===== src/rtl/failsafe_cmd_monitor.sv =====
module failsafe_cmd_monitor #(
  parameter int         TIMEOUT_CYC = 16,
  parameter int         ARM_EDGES   = 4,
  parameter logic [3:0] CODE_OFF    = 4'b1010,
  parameter logic [3:0] CODE_ON     = 4'b0101
) (
  input  logic       clk,
  input  logic       rst_n,
  input  logic       beat_i,
  input  logic [3:0] cmd_code_i,
  input  logic       fault_clr_i,
  output logic       act_on_o,
  output logic       fault_o,
  output logic       reboot_req_o
);
  localparam int TW = $clog2(TIMEOUT_CYC + 1);
  localparam int AW = $clog2(ARM_EDGES + 1);

  logic          beat_s1, beat_s2, beat_d;
  logic [3:0]    code_s1, code_s2;
  logic [TW-1:0] quiet;
  logic [AW-1:0] armc;
  logic          failed, reboot_q, fault_q;

  wire beat_edge = beat_s2 ^ beat_d;
  wire code_ok   = (code_s2 == CODE_OFF) || (code_s2 == CODE_ON);
  wire stall     = !beat_edge && (quiet == TW'(TIMEOUT_CYC - 1));
  wire trip      = !failed && (stall || !code_ok);
  wire arm_done  = failed && beat_edge && code_ok && (armc == AW'(ARM_EDGES - 1));

  always_ff @(posedge clk or negedge rst_n) begin
    if (!rst_n) begin
      beat_s1 <= 1'b0;
      beat_s2 <= 1'b0;
      beat_d  <= 1'b0;
      code_s1 <= '0;
      code_s2 <= '0;
    end else begin
      beat_s1 <= beat_i;
      beat_s2 <= beat_s1;
      beat_d  <= beat_s2;
      code_s1 <= cmd_code_i;
      code_s2 <= code_s1;
    end
  end

  always_ff @(posedge clk or negedge rst_n) begin
    if (!rst_n)                 quiet <= '0;
    else if (beat_edge || stall) quiet <= '0;
    else                        quiet <= quiet + 1'b1;
  end

  always_ff @(posedge clk or negedge rst_n) begin
    if (!rst_n)                       armc <= '0;
    else if (!failed || arm_done)     armc <= '0;
    else if (!code_ok || stall)       armc <= '0;
    else if (beat_edge)               armc <= armc + 1'b1;
  end

  always_ff @(posedge clk or negedge rst_n) begin
    if (!rst_n) begin
      failed   <= 1'b1;
      reboot_q <= 1'b0;
      fault_q  <= 1'b0;
    end else begin
      reboot_q <= trip;
      if (trip)          failed <= 1'b1;
      else if (arm_done) failed <= 1'b0;
      if (trip)             fault_q <= 1'b1;
      else if (fault_clr_i) fault_q <= 1'b0;
    end
  end

  assign act_on_o     = failed || (code_s2 != CODE_OFF);
  assign fault_o      = fault_q;
  assign reboot_req_o = reboot_q;
endmodule


===== config.mk =====
export PLATFORM = sky130hd
export DESIGN_NAME = failsafe_cmd_monitor
export DESIGN_NICKNAME = d
export VERILOG_FILES = /design/src/rtl/failsafe_cmd_monitor.sv
export SDC_FILE = /design/constraint.sdc
export NUM_CORES = 1
export LEC_CHECK = 0
export ABC_AREA = 1
export BUFFER_PORTS_ARGS = -buffer_cell sky130_fd_sc_hd__buf_2
export CORE_UTILIZATION = 50
export DETAILED_ROUTE_END_ITERATION = 10
export MAX_ROUTING_LAYER = met4
export PLACE_DENSITY = 0.76
export SLEW_MARGIN = 20
export SYNTH_ARGS = -nofsm -noshare
export SYNTH_HDL_FRONTEND = slang
export SYNTH_SLANG_ARGS = --single-unit

===== constraint.sdc =====
create_clock -name clk -period 1.8 [get_ports clk]
set_input_delay 0.36 -clock clk [delete_from_list [all_inputs] [get_ports clk]]
set_output_delay 0.36 -clock clk [all_outputs]
set_load 0.02 [all_outputs]

After elaboration in Yosys (flattened, before gate mapping). Index checks and enable logic that the tools add are counted.

Register bits after elaboration: 22. Input bits: 8. Output and inout port bits: 3.

Add/sub/neg operators: 2. Equal/unequal tests: 5. Multiplexer cells: 8. Bitwise logic cells: 1. Reductions and logical operators: 16.

Operators with widths (count): 3-bit two-way mux (3); 5-bit by 1-bit adder with 5-bit output, second input constant (1); 5-bit by 4-bit == test with 1-bit output, second input constant (1); 1-bit logical AND (5); 1-bit logical OR (5); 5-bit two-way mux (1); 4-bit by 3-bit == test with 1-bit output, second input constant (1); 4-bit == test, second input constant (1); 1-bit two-way mux (4); 4-bit inequality test, second input constant (1); 2-bit nonzero test (2); 3-bit by 1-bit adder with 3-bit output, second input constant (1); 3-bit by 2-bit == test with 1-bit output, second input constant (1); 1-bit zero test (3); 3-bit nonzero test (1); 1-bit bitwise XOR (1).

Logic depth before layout (Yosys ltp). Gate-level depths: netlist (run 1).

Word-level depth: 6. Depth in mapped cells: 9. Depth with buffers taken out: 9.

Least setup slack after synthesis (run 1). Ideal clock, no wire load.

Kind: register to register. From: register quiet[0]. To: register failed. Arrival: 1.336 ns. Required time: 1.718 ns. Slack: 0.382 ns. Cell stages (with the launch flop): 10. Path buffers: 0. Path through: dfrtp_1 -> ha_1 -> nand2_1 -> nor2_1 -> ha_1 -> nand2_2 -> nand2_4 -> nand2_4 -> inv_2 -> or2_1.

Longest elaborated chain between the ends: 5.

RTL lines: start, declared (line 21) `logic [TW-1:0] quiet;`; start signal, assigned (line 50) `else quiet <= quiet + 1'b1;`; 5-bit by 4-bit == test with 1-bit output * (line 27) `wire stall = !beat_edge && (quiet == TW'(TIMEOUT_CYC - 1));`; 1-bit logical AND * (line 27); 1-bit logical OR * (line 28) `wire trip = !failed && (stall || !code_ok);`; 1-bit logical AND * (line 28); net trip (line 28); 1-bit two-way mux / 2-bit nonzero test (equally long branches); end signal, assigned (line 62) `failed <= 1'b1;`; end signal, assigned (line 67) `if (trip) failed <= 1'b1;`; end signal, assigned (line 68) `else if (arm_done) failed <= 1'b0;`; end, declared (line 23) `logic failed, reboot_q, fault_q;`.

The timed path passes the listed nets; every way through them passes the cells marked *. A chain may end at the register's enable or synchronous reset.

Worst setup path in the final report (run 1).
From: register failed. To: output port act_on_o.

Longest elaborated chain between the ends: 1.

RTL lines: 1-bit logical OR (line 74) `assign act_on_o = failed || (code_s2 != CODE_OFF);`; end, declared (line 12) `output logic act_on_o,`.

No other way between the ends.

==> results.json, run 1 <==
{
  "status": "completed",
  "place.gp.congestion": 0.800,
  "yosys.area_share.simple": 0.205,
  "required_ns": 1.44,
  "rows": 14,
  "seq_power_share": 0.545,
  "ys_ff_latch": 22,
  "cts-root-buf": "clkbuf_4",
  "fin_area_um2": 1040,
  "synth_compound_area_frac": 0.0488,
  "synth_area_um2": 897,
  "fp.dieArea_um2": 1970,
  "dp.cells": 121,
  "yosysWarnings": 0,
  "drt_iter0_drc": 9,
  "cp_max_fo": 3,
  "max-cap-violations": 0,
  "max_stage_delay_ns": 0.53,
  "synthToLayoutAreaGrowth_pct": 15.9,
  "hp-class": "primary input to flop",
  "rr_worst_depth": 9,
  "avgSynthCellArea_um2": 10.3,
  "cp.arrival_ns": 1.17,
  "initial_core_util": 0.563,
  "fin_cells": 126,
  "setup_tns_ns": 0,
  "dieHeight_um": 44.4,
  "fin_crit_sh": 0.851,
  "cts_resized": 0,
  "min_period_ns": 1.53,
  "clock_latency_ns": 0.31,
  "worst_slew_pin_slew_ns": 0.468,
  "max_slew_margin": 0.688,
  "clkSinkCount": 22,
  "power_density_nw_per_um2": 936,
  "antenna_cells": 0,
  "grt_pass1_vias": 554,
  "max_freq_mhz": 653,
  "port_buffers": 10,
  "grt_max_degree": 23,
  "hold_depth": 1,
  "rr_startpoint": "quiet[0]",
  "endpoint_kind": "output pin",
  "grt.overflow.total": 0,
  "drcViolationCount": 0,
  "ys_types": 16,
  "path_clk_slew_ns": 0.12,
  "layout_common_cells": "dfrtp_1, inv_1, nor2_1",
  "ff2ff_setup_slack_ns": 0.28,
  "hp-start": "beat_i",
  "avgRoutedWirePerCell_um": 10.5,
  "p_int_mw": 0.770,
  "hpwl_um": 910,
  "cts_tree": "built",
  "cts_buffers": 3,
  "hold-path-endpoint": "beat_s1",
  "synth_xor_area_frac": 0,
  "htreeDepth": 1,
  "track_usage": 0.166,
  "critPathLaunchType": "flop",
  "antenna_found_initial": 0,
  "wirelength_um": 1330,
  "die_w_um": 44.4,
  "ios": 11,
  "vias": 582,
  "maxSlewViolCount": 0,
  "placed_area_um2": 977,
  "drive_gt1_frac": 0.275,
  "final_common_cell": "dfrtp_1",
  "synth_top_family_by_area": "simple AND/OR/NAND/NOR gates",
  "grt_pass1_wl_um": 2210,
  "p_switching_mw": 0.204,
  "comb_power_share": 0.075,
  "hold_buffers": 1,
  "seq_area_frac_synth": 0.615,
  "leakage_nw": 0.551,
  "dr.pass1.iters": 4,
  "r2r_end": "failed",
  "swShare": 0.209,
  "cts_setup_buffers": 0,
  "netlist_instances": 87,
  "nets": 115,
  "peakVddDrop_mv": 0.833,
  "avgViaCountPerCell": 4.62,
  "synth_fa_ha_area_frac": 0.0558,
  "skew_ns": 0.00265,
  "rsz0062_at_grt": "no",
  "drtAntennaViolNets": 0,
  "worstPathCellList": "inv_1 -> nand3_1 -> buf_2",
  "core_area_um2": 1590,
  "syn-num-nets": 99,
  "muxShareOfSynthArea": 0,
  "pwr-share-clk": 0.380,
  "cp_slowest_cell": "dfstp_2",
  "crit_type": "flop to output pin",
  "cts_max_path_buffers": 2,
  "hold_violations": 0,
  "setup_viol": 0
}
[sequential cells by signal (all words and copies together), names as in the netlist, 3 cells and up]
register and flops:
armc 3, quiet 5, code_s1 4, code_s2 4
[worst max path at each step]
stage / from / to / cells past startpoint
detailed placement: quiet[0] / failed / 9
global placement: quiet[0] / failed / 9
floorplan: quiet[0] / failed / 9
global route: quiet[0] / armc[1] / 9
finish: failed / act_on_o / 3
CTS: failed / act_on_o / 3
[cell families after synthesis]
kind of cell	after synthesis
AO/OA/AOI/OAI	8
buffers and inverters	18
flip-flops	22
AND/OR/NAND/NOR	35
adder cells (fa/ha/maj)	4
[critical path: cells and delay by family (launching register included)]
family | cells | cell delay (ns)
DFF | 1 | 0.53
buffers and inverters | 2 | 0.24
and+or+nand+nor | 1 | 0.09
[area by class of cell]
cell class | count | area, um2
clock buffers | 3 | 22.5
inverters | 18 | 67.6
clock inverters | 1 | 30.0
flip-flops and latches | 22 | 552
well taps | 24 | 30.0
fillers | 130 | 554
repair buffers | 11 | 60.1
multi-input cells | 47 | 278
[per-stage QoR]
step / hold slack [ns] / util / setup slack, ns / total power, mW
6_report: 0.150 / 0.652 / 0.268 / 0.973
5_1_grt: 0.124 / 0.652 / 0.174 / 1.01
4_1_cts: 0.140 / 0.652 / 0.253 / 0.986
3_5_place_dp: 0.335 / 0.613 / 0.294 / 0.612
3_3_place_gp: 0.333 / 0.613 / 0.353 / 0.608
2_1_floorplan: 0.0644 / - / 0.382 / 0.583
[power groups by stage]
stage                     clock network, mW  logic [mW]  registers, mW
final                                 0.370      0.0728          0.531
after global routing                  0.397      0.0832          0.534
after CTS                             0.380      0.0748          0.531
after detailed placement                  0      0.0715          0.541
after global placement                    0      0.0688          0.539
after floorplan                           0      0.0422          0.541
[cell usage after synthesis]
master | number | share of area
nor2_4 | 1 | 0.013
nor2_2 | 2 | 0.014
dfrtp_1 | 21 | 0.59
ha_1 | 4 | 0.056
a21oi_1 | 2 | 0.011
a21oi_2 | 1 | 0.0098
nor2_1 | 11 | 0.046
nand2_1 | 9 | 0.038
o21ai_0 | 5 | 0.028
inv_2 | 2 | 0.0084
dfstp_2 | 1 | 0.029
inv_1 | 16 | 0.067
nand3_1 | 4 | 0.022
or2_1 | 1 | 0.0070
nand2_2 | 4 | 0.028
nand2_4 | 3 | 0.038
[layer usage]
layer / share of wire / vias up / routed length (um) / global-route usage
met1: 0.39 / 278 / 521 / 0.168
met4: 0.0045 / 0 / 6 / 0.0364
met5: 0 / - / 0 / -
met3: 0.043 / 2 / 57 / 0.0735
li1: - / 292 / - / -
met2: 0.56 / 10 / 741 / 0.294
(Power assumes the default switching activity.)
==> run 2: changes to the inputs <==
--- a/config.mk
+++ b/config.mk
@@ -5,12 +5,12 @@
 export SDC_FILE = /design/constraint.sdc
 export NUM_CORES = 1
 export LEC_CHECK = 0
-export ABC_AREA = 1
 export BUFFER_PORTS_ARGS = -buffer_cell sky130_fd_sc_hd__buf_2
 export CORE_UTILIZATION = 50
+export CTS_CLUSTER_SIZE = 16
 export DETAILED_ROUTE_END_ITERATION = 10
 export MAX_ROUTING_LAYER = met4
-export PLACE_DENSITY = 0.76
+export PLACE_DENSITY = 0.75
 export SLEW_MARGIN = 20
 export SYNTH_ARGS = -nofsm -noshare
 export SYNTH_HDL_FRONTEND = slang
==> run 2 against run 1 <==
- largest power group unchanged
- clock skew is 0.0036 ns higher
- the run now ends with negative hold slack left
- setup slack got worse by 0.083 ns
- die area is 6.7% lower
- register-to-register slack got worse by 0.09 ns
- total power fell by 12%
- area after synthesis decreased by 7.0%
- final cell count shrank 26%
- sequential cell count unchanged
- wire length decreased by 16%
- first-iteration DRC count down 56%
- utilization down 3.5 points
- critical path depth grew 3
==> results.json, run 2 <==
{
  "fin_area_um2": 941,
  "yosysWarnings": 0,
  "cts_max_path_buffers": 2,
  "vias": 493,
  "synth_async_sr_flop_share": 1.00,
  "synth_commonest_cells": "dfrtp_1, nor2_1, ha_1, inv_1, nand3_1",
  "fin_crit_sh": 0.897,
  "htreeDepth": 1,
  "setup_viol": 0,
  "worstPathCellList": "ha_1 -> and3_1 -> ha_1 -> nor2b_1 -> mux2_2 -> and3_1",
  "die_w_um": 42.9,
  "track_usage": 0.151,
  "ios": 11,
  "ff_latch_area_um2": 552,
  "core_area_um2": 1520,
  "drt_iter0_drc": 4,
  "clkSinkCount": 22,
  "netlist_instances": 63,
  "syn-num-nets": 75,
  "yosys.area.top_type_share": 0.630,
  "critPathLaunchType": "flop",
  "hold_violations": 21,
  "dieHeight_um": 42.9,
  "cp_top_family": "adder cells",
  "skew_ns": 0.00624,
  "required_ns": 2.00,
  "grt.overflow.total": 0,
  "seq_area_frac_synth": 0.661,
  "wirelength_um": 1120,
  "cp.arrival_ns": 1.82,
  "grt_pass1_vias": 480,
  "drtAntennaViolNets": 0,
  "grt_pass1_wl_um": 1980,
  "violations": "negative hold slack",
  "setup_tns_ns": 0,
  "cp_max_fo": 6,
  "registers.top_by_ff_count": "quiet",
  "power_density_nw_per_um2": 910,
  "max_freq_mhz": 619,
  "antenna_cells": 0,
  "avgSynthCellArea_um2": 13.2,
  "clock_latency_ns": 0.30,
  "hpwl_um": 842,
  "cts-root-buf": "clkbuf_4",
  "fp.dieArea_um2": 1840,
  "synthToLayoutAreaGrowth_pct": 12.7,
  "rsz0062_at_grt": "no",
  "synth_top_cell_by_area": "dfrtp_1",
  "path_clk_slew_ns": 0.12,
  "rows": 14,
  "n_fill_cell": 133,
  "critical_path_buf_inv_count": 0,
  "endpoint_kind": "flop",
  "grt_max_degree": 23,
  "cts_setup_buffers": 0,
  "max_slew_margin": 0.694,
  "ys_ff_latch": 22,
  "holdWs_ns": -0.0147,
  "maxSlewViolCount": 0,
  "avgViaCountPerCell": 5.30,
  "peakVddDrop_mv": 0.529,
  "port_buffers": 10,
  "cp_slowest_cell": "dfrtp_1",
  "cts_tree": "built",
  "placed_area_um2": 905,
  "initial_core_util": 0.548,
  "place.gp.congestion": 0.831,
  "multi_input_comb_area_um2": 268,
  "worst_slew_pin_slew_ns": 0.460,
  "synth_area_um2": 835,
  "hp-class": "primary input to async pin",
  "max_stage_delay_ns": 0.40,
  "status": "finished, violations left",
  "drive_gt1_frac": 0.234,
  "synth_most_common_cell": "dfrtp_1",
  "leakage_nw": 0.454,
  "drcViolationCount": 0,
  "final_common_cell": "dfrtp_1",
  "cts_buffers": 3,
  "layout_common_cells": "dfrtp_1, buf_2, nor2_1",
  "reg_top3": "quiet: 5 flops, code_s1: 4 flops, code_s2: 4 flops",
  "nets": 90,
  "min_period_ns": 1.61,
  "cts_resized": 0,
  "hold_buffers": 0,
  "crit_type": "flop to flop",
  "antenna_found_initial": 0,
  "ys_types": 25,
  "max-cap-violations": 0,
  "synth-main-ff-cell": "dfrtp_1",
  "synth-edff-count": 0,
  "dr.pass1.iters": 4,
  "synth_top_cells_by_area": "dfrtp_1, ha_1, dfstp_2",
  "largest_reg_flops": 5,
  "avgRoutedWirePerCell_um": 12.0
}
-- run 2: cell types whose count changed after synthesis, moves of 3 or more --
cell / previous run / this run
nand2_1: 9 / 1
nand2_4: 3 / 0
nand2_2: 4 / 0
o21ai_0: 5 / 1
inv_1: 16 / 4
nor2_1: 11 / 7
-- run 2: per-stage QoR --
step | util | hold WS [ns] | worst slack (ns) | instances | power (mW)
after floorplan | - | 0.0644 | 0.343 | 63 | 0.577
after global placement | 0.594 | 0.332 | 0.258 | 89 | 0.599
after CTS | 0.617 | 0.00493 | 0.189 | 93 | 0.864
final | 0.617 | -0.0147 | 0.185 | 93 | 0.857
after detailed placement | 0.594 | 0.335 | 0.206 | 89 | 0.605
after global routing | 0.617 | 0.0145 | 0.0769 | 93 | 0.890
-- run 2: power by group --
group | switching [mW] | internal (mW)
sequential | 0.0153 | 0.518
clock | 0.140 | 0.123
combinational | 0.0322 | 0.0274
-- run 2: final timing paths --
check / from / end / slack [ns] / cells past startpoint
max: quiet[0] / armc[0] / 0.19 / 6
min: rst_n / armc[2] / -0.01 / 1
max reg2reg: quiet[0] / armc[0] / 0.19 / 6
min reg2reg: code_s1[0] / code_s2[0] / 0.36 / 0
max in group asynchronous: rst_n / failed / 1.47 / 1
min in group clk: beat_i / beat_s1 / 0.15 / 1
-- run 2: logic make-up after synthesis --
logic type | after synthesis | synth area share
and+or+nand+nor | 23 | 0.156
DFF | 22 | 0.661
AOI/OAI and AO/OA | 6 | 0.0510
buffers and inverters | 4 | 0.0180
adders and majority gates | 4 | 0.0600
xor gates and xnor gates | 3 | 0.0405
muxes | 1 | 0.0135
-- run 2: layer usage --
layer,part of all wire,wire length [um],vias to the layer above,global-route usage
li1,-,-,242,-
met1,0.47,523,234,0.190
met2,0.48,533,13,0.218
met3,0.038,43,4,0.0383
met4,0.018,20,0,0.0938
met5,0,0,-,-
-- run 2: final cells by class --
class	instances	area share
Inverter	4	0.0160
Sequential cell	22	0.586
Clock buffer	4	0.0386
Timing Repair Buffer	10	0.0532
Tap cell	16	0.0213
Multi-Input combinational cell	37	0.285
